[src/rtl/sup_pkg.sv]
`timescale 1ns/1ps
package sup_pkg;
    typedef enum logic [1:0] {
        S_OFF = 2'd0,
        S_HIZ = 2'd1,
        S_OVP = 2'd2,
        S_RUN = 2'd3
    } sup_state_t;

    localparam int FLAG_BELOW = 0;
    localparam int FLAG_ABOVE = 1;
    localparam int FLAG_OV    = 2;
    localparam int FLAG_COUNT = 3;
endpackage

[src/rtl/sup_sync.sv]
`timescale 1ns/1ps
module sup_sync #(
    parameter int WIDTH  = 3,
    parameter int STAGES = 2
) (
    input  logic             clk,
    input  logic             rst_n,
    input  logic [WIDTH-1:0] async_i,
    output logic [WIDTH-1:0] sync_o
);
    for (genvar b = 0; b < WIDTH; b++) begin : g_bit
        logic [STAGES-1:0] shreg;
        always_ff @(posedge clk or negedge rst_n) begin
            if (!rst_n) begin
                shreg <= '0;
            end else begin
                shreg <= {shreg[STAGES-2:0], async_i[b]};
            end
        end
        assign sync_o[b] = shreg[STAGES-1];
    end
endmodule

[src/rtl/sup_holdoff.sv]
`timescale 1ns/1ps
module sup_holdoff #(
    parameter int HOLDOFF_CYCLES = 8
) (
    input  logic clk,
    input  logic rst_n,
    input  logic count_en_i,
    output logic expire_o
);
    localparam int CW = (HOLDOFF_CYCLES > 1) ? $clog2(HOLDOFF_CYCLES) : 1;
    localparam logic [CW-1:0] LAST = CW'(HOLDOFF_CYCLES - 1);

    logic [CW-1:0] cnt_q;

    assign expire_o = count_en_i && (cnt_q == LAST);

    always_ff @(posedge clk or negedge rst_n) begin
        if (!rst_n) begin
            cnt_q <= '0;
        end else if (!count_en_i || expire_o) begin
            cnt_q <= '0;
        end else begin
            cnt_q <= cnt_q + 1'b1;
        end
    end
endmodule

[src/rtl/sup_ov_arm.sv]
`timescale 1ns/1ps
module sup_ov_arm (
    input  logic clk,
    input  logic rst_n,
    input  logic uvlo_ok_i,
    input  logic disarm_i,
    output logic armed_o
);
    always_ff @(posedge clk or negedge rst_n) begin
        if (!rst_n) begin
            armed_o <= 1'b1;
        end else if (!uvlo_ok_i) begin
            armed_o <= 1'b1;
        end else if (disarm_i) begin
            armed_o <= 1'b0;
        end
    end
endmodule

[src/rtl/drv_mode_supervisor.sv]
`timescale 1ns/1ps
module drv_mode_supervisor
    import sup_pkg::*;
#(
    parameter int HOLDOFF_CYCLES = 8,
    parameter int SYNC_STAGES    = 2
) (
    input  logic clk,
    input  logic rst_n,
    input  logic uvlo_ok_i,
    input  logic en_i,
    input  logic pwm_below_i,
    input  logic pwm_above_i,
    input  logic sw_ov_i,
    output logic force_off_o,
    output logic force_ls_on_o,
    output logic pwm_level_o
);
    logic [FLAG_COUNT-1:0] flags_async;
    logic [FLAG_COUNT-1:0] flags_sync;
    logic below_s;
    logic above_s;
    logic ovp_s;
    logic in_window;
    logic hold_expire;
    logic ov_armed;
    logic disarm;

    sup_state_t state_q;
    sup_state_t state_d;
    logic       lvl_q;
    logic       lvl_d;

    assign flags_async[FLAG_BELOW] = pwm_below_i;
    assign flags_async[FLAG_ABOVE] = pwm_above_i;
    assign flags_async[FLAG_OV]    = sw_ov_i;

    sup_sync #(
        .WIDTH (FLAG_COUNT),
        .STAGES(SYNC_STAGES)
    ) u_sync (
        .clk    (clk),
        .rst_n  (rst_n),
        .async_i(flags_async),
        .sync_o (flags_sync)
    );

    assign below_s   = flags_sync[FLAG_BELOW];
    assign above_s   = flags_sync[FLAG_ABOVE];
    assign ovp_s     = flags_sync[FLAG_OV];
    assign in_window = !below_s && !above_s;

    sup_holdoff #(
        .HOLDOFF_CYCLES(HOLDOFF_CYCLES)
    ) u_holdoff (
        .clk       (clk),
        .rst_n     (rst_n),
        .count_en_i(state_q == S_RUN && in_window),
        .expire_o  (hold_expire)
    );

    sup_ov_arm u_arm (
        .clk      (clk),
        .rst_n    (rst_n),
        .uvlo_ok_i(uvlo_ok_i),
        .disarm_i (disarm),
        .armed_o  (ov_armed)
    );

    // next-state and level decode
    always_comb begin
        state_d = state_q;
        if (!uvlo_ok_i || !en_i) begin
            state_d = S_OFF;                       // shutdown
        end else begin
            unique case (state_q)
                S_OFF: state_d = S_HIZ;            // power-up
                S_HIZ: begin
                    if (below_s) begin
                        state_d = S_RUN;           // release (wins over trip)
                    end else if (ovp_s && ov_armed) begin
                        state_d = S_OVP;           // trip
                    end
                end
                S_OVP: begin
                    if (below_s || above_s) begin
                        state_d = S_RUN;           // hand-back
                    end
                end
                S_RUN: begin
                    if (hold_expire) begin
                        state_d = S_HIZ;           // park
                    end
                end
                default: state_d = S_OFF;
            endcase
        end

        if (state_d == S_RUN) begin
            if (below_s) begin
                lvl_d = 1'b0;
            end else if (above_s) begin
                lvl_d = 1'b1;
            end else begin
                lvl_d = lvl_q;
            end
        end else begin
            lvl_d = 1'b0;
        end

        disarm = (state_q == S_HIZ || state_q == S_OVP) && (state_d == S_RUN);
    end

    // state register
    always_ff @(posedge clk or negedge rst_n) begin
        if (!rst_n) begin
            state_q <= S_OFF;
            lvl_q   <= 1'b0;
        end else begin
            state_q <= state_d;
            lvl_q   <= lvl_d;
        end
    end

    // outputs
    always_comb begin
        force_off_o   = 1'b0;
        force_ls_on_o = 1'b0;
        pwm_level_o   = 1'b0;
        unique case (state_q)
            S_OFF:   force_off_o   = 1'b1;
            S_HIZ:   force_off_o   = 1'b1;
            S_OVP:   force_ls_on_o = 1'b1;
            S_RUN:   pwm_level_o   = lvl_q;
            default: force_off_o   = 1'b1;
        endcase
    end
endmodule

[config.mk]
export PLATFORM = sky130hd
export DESIGN_NAME = drv_mode_supervisor
export DESIGN_NICKNAME = d
export VERILOG_FILES = /design/src/rtl/sup_pkg.sv /design/src/rtl/sup_sync.sv /design/src/rtl/sup_holdoff.sv /design/src/rtl/sup_ov_arm.sv /design/src/rtl/drv_mode_supervisor.sv
export SDC_FILE = /design/constraint.sdc
export NUM_CORES = 1
export LEC_CHECK = 0
export ABC_AREA = 1
export BUFFER_PORTS_ARGS = -buffer_cell sky130_fd_sc_hd__buf_2
export CAP_MARGIN = 25
export CORE_AREA = 2 2 39 41
export CTS_CLUSTER_DIAMETER = 30
export CTS_CLUSTER_SIZE = 10
export DETAILED_ROUTE_END_ITERATION = 6
export DIE_AREA = 0 0 41 43
export PLACE_DENSITY = 0.68
export SKIP_CTS_REPAIR_TIMING = 1
export SYNTH_ARGS = -nofsm -noshare
export SYNTH_HDL_FRONTEND = slang
export SYNTH_SLANG_ARGS = --single-unit
[constraint.sdc]
create_clock -name clk -period 1.8 [get_ports clk]
set_clock_uncertainty 0.05 [all_clocks]
set_input_delay 0.36 -clock clk [delete_from_list [all_inputs] [get_ports clk]]
set_output_delay 0.36 -clock clk [all_outputs]
set_load 0.02 [all_outputs]
**Word level (Yosys, flattened, before mapping)**

Cells that the tools add are included.

- Flip-flop bits (word level): 13
- Input bits: 7
- Output and inout port bits: 3
- Logic and storage cells: 46

- Add/sub/neg operators: 1
- Equality and inequality tests: 7
- Muxes and demuxes: 15
- Reduce and logical (&&, ||, !) cells: 16

Operators with widths:

| cell | number |
|---|---|
| 2-bit two-way mux | 5 |
| 1-bit two-way mux | 8 |
| 2-bit case mux with 4 select lines | 1 |
| 2-bit equality test (second input constant) | 3 |
| 1-bit logical AND | 5 |
| 1-bit logical NOT | 5 |
| 1-bit logical OR | 4 |
| 3-bit by 1-bit adder with 3-bit output (second input constant) | 1 |
| 3-bit equality test (second input constant) | 1 |
| 3-bit two-way mux | 1 |
| 3-bit by 1-bit inequality test with 1-bit output (second input constant) | 1 |
| 2-bit by 1-bit equality test with 1-bit output (second input constant) | 1 |
| 2-bit logical NOT | 1 |
| 2-bit by 1-bit inequality test with 1-bit output (second input constant) | 1 |
| 2-bit OR reduction | 1 |

**Logic depth before layout (Yosys ltp)**

Gate-level depths: netlist (run 1).

- Word-level depth: 11
- Mapped depth: 9

**Hierarchy**

Synthesis (run 1) repeated with hierarchy kept, for this count alone.

- Cell total of the unflattened synthesis: 67
- Area, all modules: 628.1 um^2

By module, submodules not included:

| module | times used | cells each | area each (um^2) |
|---|---|---|---|
| drv_mode_supervisor | 1 | 40 | 281.5 |
| sup_sync | 1 | 9 | 172.7 |
| sup_holdoff | 1 | 14 | 136.4 |
| sup_ov_arm | 1 | 4 | 37.5 |

**Least setup slack after synthesis (run 1)**

Ideal clock, no wire load.

- Kind: reg2out
- From: register state_q[1]
- To: output force_off_o
- Arrival time: 1005 ps
- Required time: 1390 ps
- Setup slack: 385 ps
- Cell stages (with the launch flop): 4
- Cell sequence: dfrtp_1 inv_1 ha_1 or2_2

- Cells in the longest elaborated chain, start to end: 3
- Elaborated cells between the ends (all ways): 4
- Those cells by class: eq/ne (1); mux (1); reduce/logical (2)

Ends and longest elaborated chain:

| element | line | RTL |
|---|---|---|
| start: declaration | drv_mode_supervisor.sv:29 | `sup_state_t state_q;` |
| start signal: assignment | drv_mode_supervisor.sv:120 | `state_q <= state_d;` |
| 2-bit by 1-bit equality test with 1-bit output / 2-bit logical NOT (equally long branches) | drv_mode_supervisor.sv:130 | `unique case (state_q)` |
| 2-bit OR reduction (no line) * | -- |  |
| 1-bit two-way mux * | drv_mode_supervisor.sv:130 |  |
| end: declaration | drv_mode_supervisor.sv:15 | `output logic force_off_o,` |

Mark *: on every way between the ends. The rest lies on a longest branch, timed or not.

**Worst setup path after layout (run 1)**

- From: register state_q[0]
- To: output force_off_o

Same word-level chain as after synthesis.

==> metrics.md, run 1 <==
| Metric | Value |
|---|---|
| Worst Max-Slew Pin Slew | `approximately 0.27 ns` |
| P&R area growth vs syn | `24.8%` |
| Tcrit/Tclk final | `97.7%` |
| Compound-Gate Fraction of Synth Area | `around 1.9%` |
| Clk root buf | `clkbuf_4` |
| CTS Sinks | `13` |
| Vias per inst | `about 4.5` |
| DIE WIDTH | `41 um` |
| Number of diodes | `0` |
| Critical Path Start Type | `register` |
| Antenna-violating nets left | `0` |
| Asr flop ratio synth | `100%` |
| Area share of xor/xnor cells in the synthesized design | `0%` |
| NumNets Final | `between 90 and 100` |
| Max Cap Violations | `0` |
| 1st-pass router iterations | `4` |
| Mapped Nets | `75` |
| CORE AREA | `around 1400 um2` |
| Fin util | `between 50% and 60%` |
| Crit Path Category | `reg -> out` |
| Post-synthesis mux area share | `0%` |
| Synth cell count leaders | `nand2_1, dfrtp_1, inv_1` |
| Met3 Use GR | `approximately 3.1%` |
| Die H | `approximately 43 um` |
| Post-route cell area | `roughly 740 um2` |
| Worst min path class | `in -> reg` |
| Main synth FF type | `dfrtp_1` |
| Port Buf Inserts | `9` |
| Dominant cell type by area after synthesis | `dfrtp_1` |
| Overall Global Routing Usage | `11.5%` |
| Maximum clock frequency | `~0.57 GHz` |
| Post-Route WL | `906 um` |
| WL/cell | `9.64 um` |
| Post-synthesis sequential area ratio | `between 50% and 60%` |
| Synth Instances | `a little over 60` |
| # rows | `14` |
| Cell Area, Synth | `just under 600 um2` |
| Lkg Pwr | `0.000399 uW` |
| Area share of the largest cell type after synthesis | `slightly above 50%` |
| Post-synth EDFFs | `0` |
| Seq. cell area | `329 um2` |
| Top-count cell post-synth | `nand2_1` |
| Fillers | `118` |
| Initial Util | `a little over two fifths` |
| Share of cells above drive strength 1 | `between 30% and 40%` |
| Grt met1 use | `between 10% and 20%` |
| Largest net degree at the start of global routing | `14` |
| Power Density | `between 700 and 800 nW/um2` |
| Global-route wire length before repair | `1.34 mm` |
| # DRC | `0` |
| Final Total Pwr | `about 520 uW` |
| Iteration-0 DRC count of the detailed router | `3` |
| Worst hold slack | `between 0.1 and 0.15 ns` |
| Gr busiest metal | `met2` |
| Synth cell types | `14` |
| Setup violations, final | `0` |
| Vias | `424` |
| Area occupied by multi-input gates | `between 200 and 300 um2` |
| Crit end category | `primary output` |
| RePlAce Congestion | `~0.65` |
| Min Tclk post-route | `roughly 1.8 ns` |
| Initial antenna violation count | `0` |
| CTS clk-pin slew, worst paths | `about 0.07 ns` |
| Status | `finished, final reports clean` |
| Grt total ovfl | `0` |
| Met2 Usage GRT | `between 10% and 20%` |
| Clk_lat worst skew | `roughly 0.26 ns` |
| Hold Violations, Final | `0` |
| Main combinational cell family by area after synthesis | `simple AND/OR/NAND/NOR gates` |
| Synth area leaders | `dfrtp_1, ha_1, nand2_1, inv_1, dfstp_2` |
| Max FO, Critical Path | `4` |
| Simple-Gate Fraction of Synth Area | `22.9%` |
| VDD IR max | `0.461 mV` |
| H-tree levels | `1` |
| Worst Path Arrival | `around 1.4 ns` |
| Clk buf depth | `2` |
| Number of global-route vias before repair | `352` |
| IO Pins | `10` |
| Max transition margin | `81.8%` |
| Cell Area, Placed | `about 660 um2` |
| Final slew viol count | `0` |
| Yosys reg bits | `13` |
| Adder-Cell Fraction of Synth Area | `approximately 15%` |
| Synthesized area per cell | `9.76 um2` |
| DIE AREA | `between 1500 and 2000 um2` |
| CTS tree | `built` |
| TritonCTS buffer count | `3` |
| Synth warn | `0` |
| Worst endpoint required time | `roughly 1.4 ns` |
[routing by layer]
metal	share of wire (%)	wire length, um
met5	0	0
met4	0	0
met3	1.9	17
met2	49	444
met1	49	444
[metrics by stage]
| stage | worst slack, ns | TNS (ns) | cells |
|---|---|---|---|
| CTS | -0.0514 | -0.0514 | 90 |
| floorplan | 0.385 | 0 | 61 |
| global placement | 0.271 | 0 | 86 |
| global route | -0.00207 | -0.00207 | 94 |
| finish | 0.0405 | 0 | 94 |
| detailed placement | 0.246 | 0 | 86 |
[logic make-up after synthesis]
kind of cell	count (synthesis)
AOI/OAI and AO/OA	2
DFF	13
and+or+nand+nor	30
buffers and inverters	9
adders and majority gates	7
[critical path, stage by stage (launching register included)]
cell and delay, ns:
dfrtp_2 0.42, inv_2 0.06, ha_2 0.19, or2_2 0.28, buf_6 0.13
[final timing paths]
kind | from | to | slack (ns) | cells after the start
worst max-delay path | state_q[0] | force_off_o | 0.04 | 4
worst min-delay path | pwm_above_i | u_sync.g_bit[1].shreg[0] | 0.15 | 1
worst max register to register | state_q[0] | lvl_q | 0.34 | 10
worst min register to register | u_sync.g_bit[0].shreg[0] | u_sync.g_bit[0].shreg[1] | 0.30 | 0
max in group asynchronous | rst_n | u_arm.armed_o | 0.98 | 2
min in group asynchronous | rst_n | u_sync.g_bit[1].shreg[0] | 0.45 | 2
[cells in the final DEF, fill, tap and decap left out, types with 2 or more instances in the layout]
cell type,n
ha_1,5
nand2_1,17
nor2_1,7
dfrtp_2,2
inv_2,2
inv_1,7
clkbuf_4,3
nand3_2,2
buf_2,8
buf_4,3
dfrtp_1,10
[layout make-up]
type,count,share of cell area [%]
clock buffer,4,3.54
sequential,13,44.3
timing repair buffer,13,11.3
tap,16,2.69
multi-input combinational,39,33.7
inverter,9,4.55
[sequential cells by signal, summed over array words and instances, names as in the netlist]
| signal | flops |
|---|---|
| lvl_q | 1 |
| state_q | 2 |
| u_arm.armed_o | 1 |
| u_holdoff.cnt_q | 3 |
| u_sync.g_bit.shreg | 6 |
[report_power, final]
part / total, uW / internal [uW] / switching, uW
combinational: 47.5 / 22.1 / 25.3
clock: 169 / 85.6 / 83.6
sequential: 306 / 301 / 5.57
Note: power is estimated with default switching activity, not from simulation.
==> run 2: changes to the inputs <==
==> constraint.sdc (replaced) <==
create_clock -name clk -period 1.8 [get_ports clk]
set_clock_uncertainty 0.05 [all_clocks]
set_input_delay 0 -clock clk [delete_from_list [all_inputs] [get_ports clk]]
set_output_delay 0 -clock clk [all_outputs]
set_load 0.02 [all_outputs]
==> run 2 against run 1 <==
Against the previous run:
- worst setup slack improved by 0.25 ns
- total power fell by 1.3%
- wire length fell by 14%
- hold slack got worse by 0.065 ns
- sequential power barely moved
- utilization rose by 0.27 points
- first-iteration DRC count fell by 67%
- largest power group unchanged
==> metrics.md, run 2 (synthesis gave the netlist of run 1 again) <==
| Metric | Value |
|---|---|
| Status | `finished, final reports clean (unchanged)` |
| R2r endpoint | `u_arm.armed_o (was lvl_q)` |
| Final slew viol count | `0 (unchanged)` |
| H-tree levels | `1 (unchanged)` |
| Power Density | `691 nW/um2 (was 704 nW/um2)` |
| Min Tclk post-route | `1.51 ns (was 1.76 ns)` |
| Number of global-route vias before repair | `316 (was 352)` |
| DIE WIDTH | `41 um (unchanged)` |
| Post-Route WL | `777 um (was 906 um)` |
| Detailed placement HPWL | `about 600 um` |
| Final Total Pwr | `516 uW (was 523 uW)` |
| Port Buf Inserts | `9 (unchanged)` |
| Worst Reg-to-Reg Cells | `7 (was 10)` |
| Crit Path Category | `reg -> out (unchanged)` |
| Share of cells above drive strength 1 | `22.5% (was 33.3%)` |
| Die H | `43 um (unchanged)` |
| P&R area growth vs syn | `25.4% (was 24.8%)` |
| Crit end category | `primary output (unchanged)` |
| M1 wire length | `368 um (was 444 um)` |
| Max FO, Critical Path | `6 (was 4)` |
| Top reg by flops | `u_sync.g_bit.shreg (unchanged)` |
| Dpl ws | `0.479 ns (was 0.246 ns)` |
| Largest net degree at the start of global routing | `14 (unchanged)` |
| VDD IR max | `0.578 mV (was 0.461 mV)` |
| DIE AREA | `1760 um2 (unchanged)` |
| Post-route cell area | `747 um2 (was 743 um2)` |
| NumNets Final | `95 (was 93)` |
| Commonest non-fill, non-tap cell in the layout | `nand2_1 (unchanged)` |
| Worst endpoint required time | `1.75 ns (was 1.39 ns)` |
| R2r startpoint | `state_q[0] (unchanged)` |
| Top routing layer in use | `met4 (was met3)` |
| Lkg Pwr | `0.000405 uW (was 0.000399 uW)` |
| Worst min path class | `in -> async (was in -> reg)` |
| Fin util | `54.0% (was 53.7%)` |
| CORE AREA | `1380 um2 (unchanged)` |
| Antenna-violating nets left | `0 (unchanged)` |
| TNS Setup | `0 ns (unchanged)` |
| Clk buf depth | `2 (unchanged)` |
| Biggest regs | `u_sync.g_bit.shreg x6, u_holdoff.cnt_q x3, state_q x2 (unchanged)` |
| # rows | `14 (unchanged)` |
| Overall Global Routing Usage | `11.7% (was 11.5%)` |
| Fillers | `123 (was 118)` |
| Vias | `413 (was 424)` |
| Worst Max-Slew Pin Slew | `0.262 ns (was 0.272 ns)` |
| Setup ws final | `0.294 ns (was 0.0405 ns)` |
| Global-route wire length before repair | `1.28 mm (was 1.34 mm)` |
| Initial antenna violation count | `0 (unchanged)` |
| Max transition margin | `82.5% (was 81.8%)` |
| Worst Path Arrival | `1.46 ns (was 1.35 ns)` |
| Setup violations, final | `0 (unchanged)` |
| Cell Area, Placed | `661 um2 (unchanged)` |
| Maximum clock frequency | `0.664 GHz (was 0.568 GHz)` |
| RSZ-0062 raised after global routing | `no` |
| Wire length on met2 | `358 um (was 444 um)` |
| TritonCTS buffer count | `3 (unchanged)` |
| # DRC | `0 (unchanged)` |
| WL/cell | `8.09 um (was 9.64 um)` |
| Most frequent cells in the layout | `nand2_1, dfrtp_1, buf_2, inv_1 (was nand2_1, dfrtp_1, buf_2, nor2_1, inv_1)` |
| Initial Util | `43.0% (unchanged)` |
| Vias per inst | `4.30 (was 4.51)` |
| Met3 wire length | `20 um (was 17 um)` |
| Max Cap Violations | `0 (unchanged)` |
| CTS Sinks | `13 (unchanged)` |
| Max reg flops | `6 (unchanged)` |
| Iteration-0 DRC count of the detailed router | `1 (was 3)` |
| Tcrit/Tclk final | `83.7% (was 97.7%)` |
| FF-to-FF setup slack | `0.47 ns (was 0.34 ns)` |
| CTS tree | `built (unchanged)` |
| Number of diodes | `0 (unchanged)` |
| IO Pins | `10 (unchanged)` |
| RePlAce Congestion | `0.662 (was 0.655)` |
| CTS clk-pin slew, worst paths | `0.07 ns (about the same)` |
| 1st-pass router iterations | `2 (was 4)` |
| Clk_lat worst skew | `0.26 ns (about the same)` |
| Grt total ovfl | `0 (unchanged)` |
| Critical Path Start Type | `register (unchanged)` |
| Hold Violations, Final | `0 (unchanged)` |
| Clk root buf | `clkbuf_4 (unchanged)` |
## run 2: cell count changes in the layout (fill, tap and decap cells not counted), sizes merged
cell / before / now
buf: 12 / 9
dlygate4sd3: 1 / 6
## run 2: worst max path at each step
| stage | from | endpoint | slack (ns) | cells after the start |
|---|---|---|---|---|
| after global routing | state_q[1] | force_off_o | 0.21 | 4 |
| after global placement | state_q[0] | u_arm.armed_o | 0.48 | 7 |
| after detailed placement | state_q[0] | u_arm.armed_o | 0.48 | 7 |
| final | state_q[1] | force_off_o | 0.29 | 4 |
| after CTS | state_q[1] | force_off_o | 0.27 | 4 |
| after floorplan | state_q[0] | u_arm.armed_o | 0.52 | 7 |
## run 2: metrics by stage
step	hold WS (ns)	cells
global route	0.114	96
CTS	-0.449	90
detailed placement	-0.159	86
finish	0.0826	96
global placement	-0.160	86
floorplan	-0.346	61
## run 2: area by class of cell
class | count | area, um2 | area share, %
Clock buffer | 4 | 26.3 | 3.52
Timing Repair Buffer | 15 | 105 | 14.1
Tap cell | 16 | 20.0 | 2.68
Inverter | 9 | 33.8 | 4.52
Multi-Input combinational cell | 39 | 235 | 31.5
Sequential cell | 13 | 327 | 43.7
## run 2: critical path, cell delays in order (launching register included)
cell and delay, ns:
dfrtp_1 0.45, inv_1 0.09, ha_1 0.21, or2_2 0.29, buf_2 0.16
## run 2: power breakdown
part	internal, uW	leakage [uW]	switching [uW]
Sequential	300	0.000163	5.12
Clock	85.6	0.0000150	79.5
Combinational	22.8	0.000226	22.7
## run 2: layer usage
layer	up-vias	track usage, %
met1	177	16.6
li1	225	-
met4	0	12.0
met3	4	1.57
met5	-	0
met2	7	14.1
==> run 3: changes to the inputs <==
--- a/config.mk
+++ b/config.mk
@@ -13,7 +13,7 @@
 export CTS_CLUSTER_SIZE = 10
 export DETAILED_ROUTE_END_ITERATION = 6
 export DIE_AREA = 0 0 41 43
-export PLACE_DENSITY = 0.68
+export PLACE_DENSITY = 0.7
 export SKIP_CTS_REPAIR_TIMING = 1
 export SYNTH_ARGS = -nofsm -noshare
 export SYNTH_HDL_FRONTEND = slang
==> constraint.sdc (replaced) <==
create_clock -name clk -period 1.22 [get_ports clk]
set_clock_uncertainty 0.05 [all_clocks]
set_input_delay 0 -clock clk [delete_from_list [all_inputs] [get_ports clk]]
set_output_delay 0 -clock clk [all_outputs]
set_load 0.02 [all_outputs]
==> run 3 against run 2 <==
Against the previous run:
- the run now ends with negative setup slack left
- via count increased by 16%
- wire length increased by 57%
- largest cell class unchanged
- total power increased by 56%
- sequential share of layout area decreased by 7.7 points
- critical path type unchanged
- cell count increased by 8.3%
- clock power increased by 53%
- combinational power increased by 120%
- count of clock-buffer cells in the layout unchanged
==> metrics.md, run 3 (synthesis gave the netlist of run 1 again) <==
| Metric | Value |
|---|---|
| Initial antenna violation count | `0 (unchanged)` |
| Crit path max-delay cell type | `dfrtp_2 (was dfrtp_1)` |
| Antenna-violating nets left | `0 (unchanged)` |
| CTS clk-pin slew, worst paths | `0.08 ns (was 0.07 ns)` |
| Detailed placement HPWL | `683 um (was 593 um)` |
| Max reg flops | `6 (unchanged)` |
| Crit Path Category | `reg -> out (unchanged)` |
| Share of cells above drive strength 1 | `47.7% (was 22.5%)` |
| Dpl ws | `-0.0955 ns (was 0.479 ns)` |
| Crit end category | `primary output (unchanged)` |
| Iteration-0 DRC count of the detailed router | `14 (was 1)` |
| Max Cap Violations | `0 (unchanged)` |
| Tcrit/Tclk final | `112%` |
| Clk buf depth | `2 (unchanged)` |
| Worst hold slack | `0.0796 ns (was 0.0826 ns)` |
| DIE AREA | `1760 um2 (unchanged)` |
| Clk root buf | `clkbuf_4 (unchanged)` |
| # DRC | `0 (unchanged)` |
| Crit-path cells | `inv_4 > ha_4 > or2_4 > buf_6 (was inv_1 > ha_1 > or2_2 > buf_2)` |
| Port Buf Inserts | `9 (unchanged)` |
| Die H | `43 um (unchanged)` |
| Clk_lat worst skew | `0.27 ns (was 0.26 ns)` |
| Global-route wire length before repair | `1.51 mm (was 1.28 mm)` |
| Post-Route WL | `1.22 mm (was 777 um)` |
| Vias | `478 (was 413)` |
| 1st-pass router iterations | `4 (was 2)` |
| Grt total ovfl | `0 (unchanged)` |
| Crit-path max cell delay | `0.46 ns (was 0.45 ns)` |
| Status | `finished, violations left (was finished, final reports clean)` |
| Largest net degree at the start of global routing | `14 (unchanged)` |
| Vias per inst | `4.60 (was 4.30)` |
| VDD IR max | `0.655 mV (was 0.578 mV)` |
| Critical Path Start Type | `register (unchanged)` |
| Setup ws final | `-0.143 ns (was 0.294 ns)` |
| TritonCTS buffer count | `3 (unchanged)` |
| DIE WIDTH | `41 um (unchanged)` |
| Max transition margin | `82.0% (was 82.5%)` |
| H-tree levels | `1 (unchanged)` |
| Initial Util | `43.0% (unchanged)` |
| CORE AREA | `1380 um2 (unchanged)` |
| Commonest non-fill, non-tap cell in the layout | `nand2_1 (unchanged)` |
| Final slew viol count | `0 (unchanged)` |
| Worst min path class | `in -> async (unchanged)` |
| Biggest regs | `u_sync.g_bit.shreg x6, u_holdoff.cnt_q x3, state_q x2 (unchanged)` |
| Min Tclk post-route | `1.36 ns` |
| CTS tree | `built (unchanged)` |
| IO Pins | `10 (unchanged)` |
| Number of diodes | `0 (unchanged)` |
| Maximum clock frequency | `0.734 GHz` |
| Setup violations, final | `7 (was 0)` |
| Failing checks | `negative setup slack` |
| Worst endpoint required time | `1.17 ns (was 1.75 ns)` |
| Overall Global Routing Usage | `12.8% (was 11.7%)` |
| CTS Sinks | `13 (unchanged)` |
| WL/cell | `11.7 um (was 8.09 um)` |
| Worst Max-Slew Pin Slew | `0.270 ns (was 0.262 ns)` |
| Max FO, Critical Path | `5 (was 6)` |
| Power Density | `881 nW/um2 (was 691 nW/um2)` |
| Hold Violations, Final | `0 (unchanged)` |
| RSZ-0062 raised after global routing | `yes (was no)` |
| Lkg Pwr | `0.000443 uW (was 0.000405 uW)` |
| P&R area growth vs syn | `53.4% (was 25.4%)` |
| TNS Setup | `-0.719 ns (was 0 ns)` |
| Number of global-route vias before repair | `383 (was 316)` |
| Worst Path Arrival | `1.31 ns (was 1.46 ns)` |
| NumNets Final | `103 (was 95)` |
| # rows | `14 (unchanged)` |
| Top reg by flops | `u_sync.g_bit.shreg (unchanged)` |
| Most frequent cells in the layout | `nand2_1, dfrtp_1, buf_2 (was nand2_1, dfrtp_1, buf_2, inv_1)` |
| RePlAce Congestion | `0.662 (about the same)` |
run 3: final cells by class:
cell class              count  area, um2
multi-input cells          39        317
fillers                   115        470
well taps                  16       20.0
repair buffers             23        185
flip-flops and latches     13        329
clock buffers               4       26.3
inverters                   9       36.3
run 3: stage by stage:
stage	cell area, um2	total power, uW	std cells	util (%)
5_1_grt	913	850	104	66.0
6_report	913	805	104	66.0
4_1_cts	712	770	93	51.4
2_1_floorplan	598	488	61	-
3_5_place_dp	686	515	89	49.5
3_3_place_gp	686	514	89	49.5
run 3: critical path: cells and delay by family, from the launching register on:
family | cells | cell delay, ns
flops | 1 | 0.46
simple gates | 1 | 0.22
buf+inv | 2 | 0.19
fa+ha+maj | 1 | 0.17
run 3: worst paths after layout:
check	start	to	slack, ns	cells past startpoint
setup / recovery	state_q[0]	force_off_o	-0.14	4
hold / removal	rst_n	state_q[1]	0.08	2
setup reg to reg	state_q[1]	lvl_q	-0.14	10
hold reg to reg	u_sync.g_bit[2].shreg[0]	u_sync.g_bit[2].shreg[1]	0.30	0
max in group asynchronous	rst_n	u_arm.armed_o	0.77	2
min in group clk	u_sync.g_bit[2].shreg[0]	u_sync.g_bit[2].shreg[1]	0.30	0
run 3: report_power, final:
part / total (uW) / internal (uW) / switching [uW]
sequential: 453 / 443 / 9.97
combinational: 99.3 / 52.7 / 46.6
clock: 252 / 126 / 126
total: 805 / 623 / 182
run 3: per-layer routing:
layer | global-route usage (%) | vias to the layer above | wire, um
li1 | - | 242 | -
met4 | 8.00 | 0 | 0
met2 | 17.5 | 8 | 691
met3 | 3.14 | 0 | 20
met1 | 17.7 | 228 | 508
met5 | 0 | - | 0
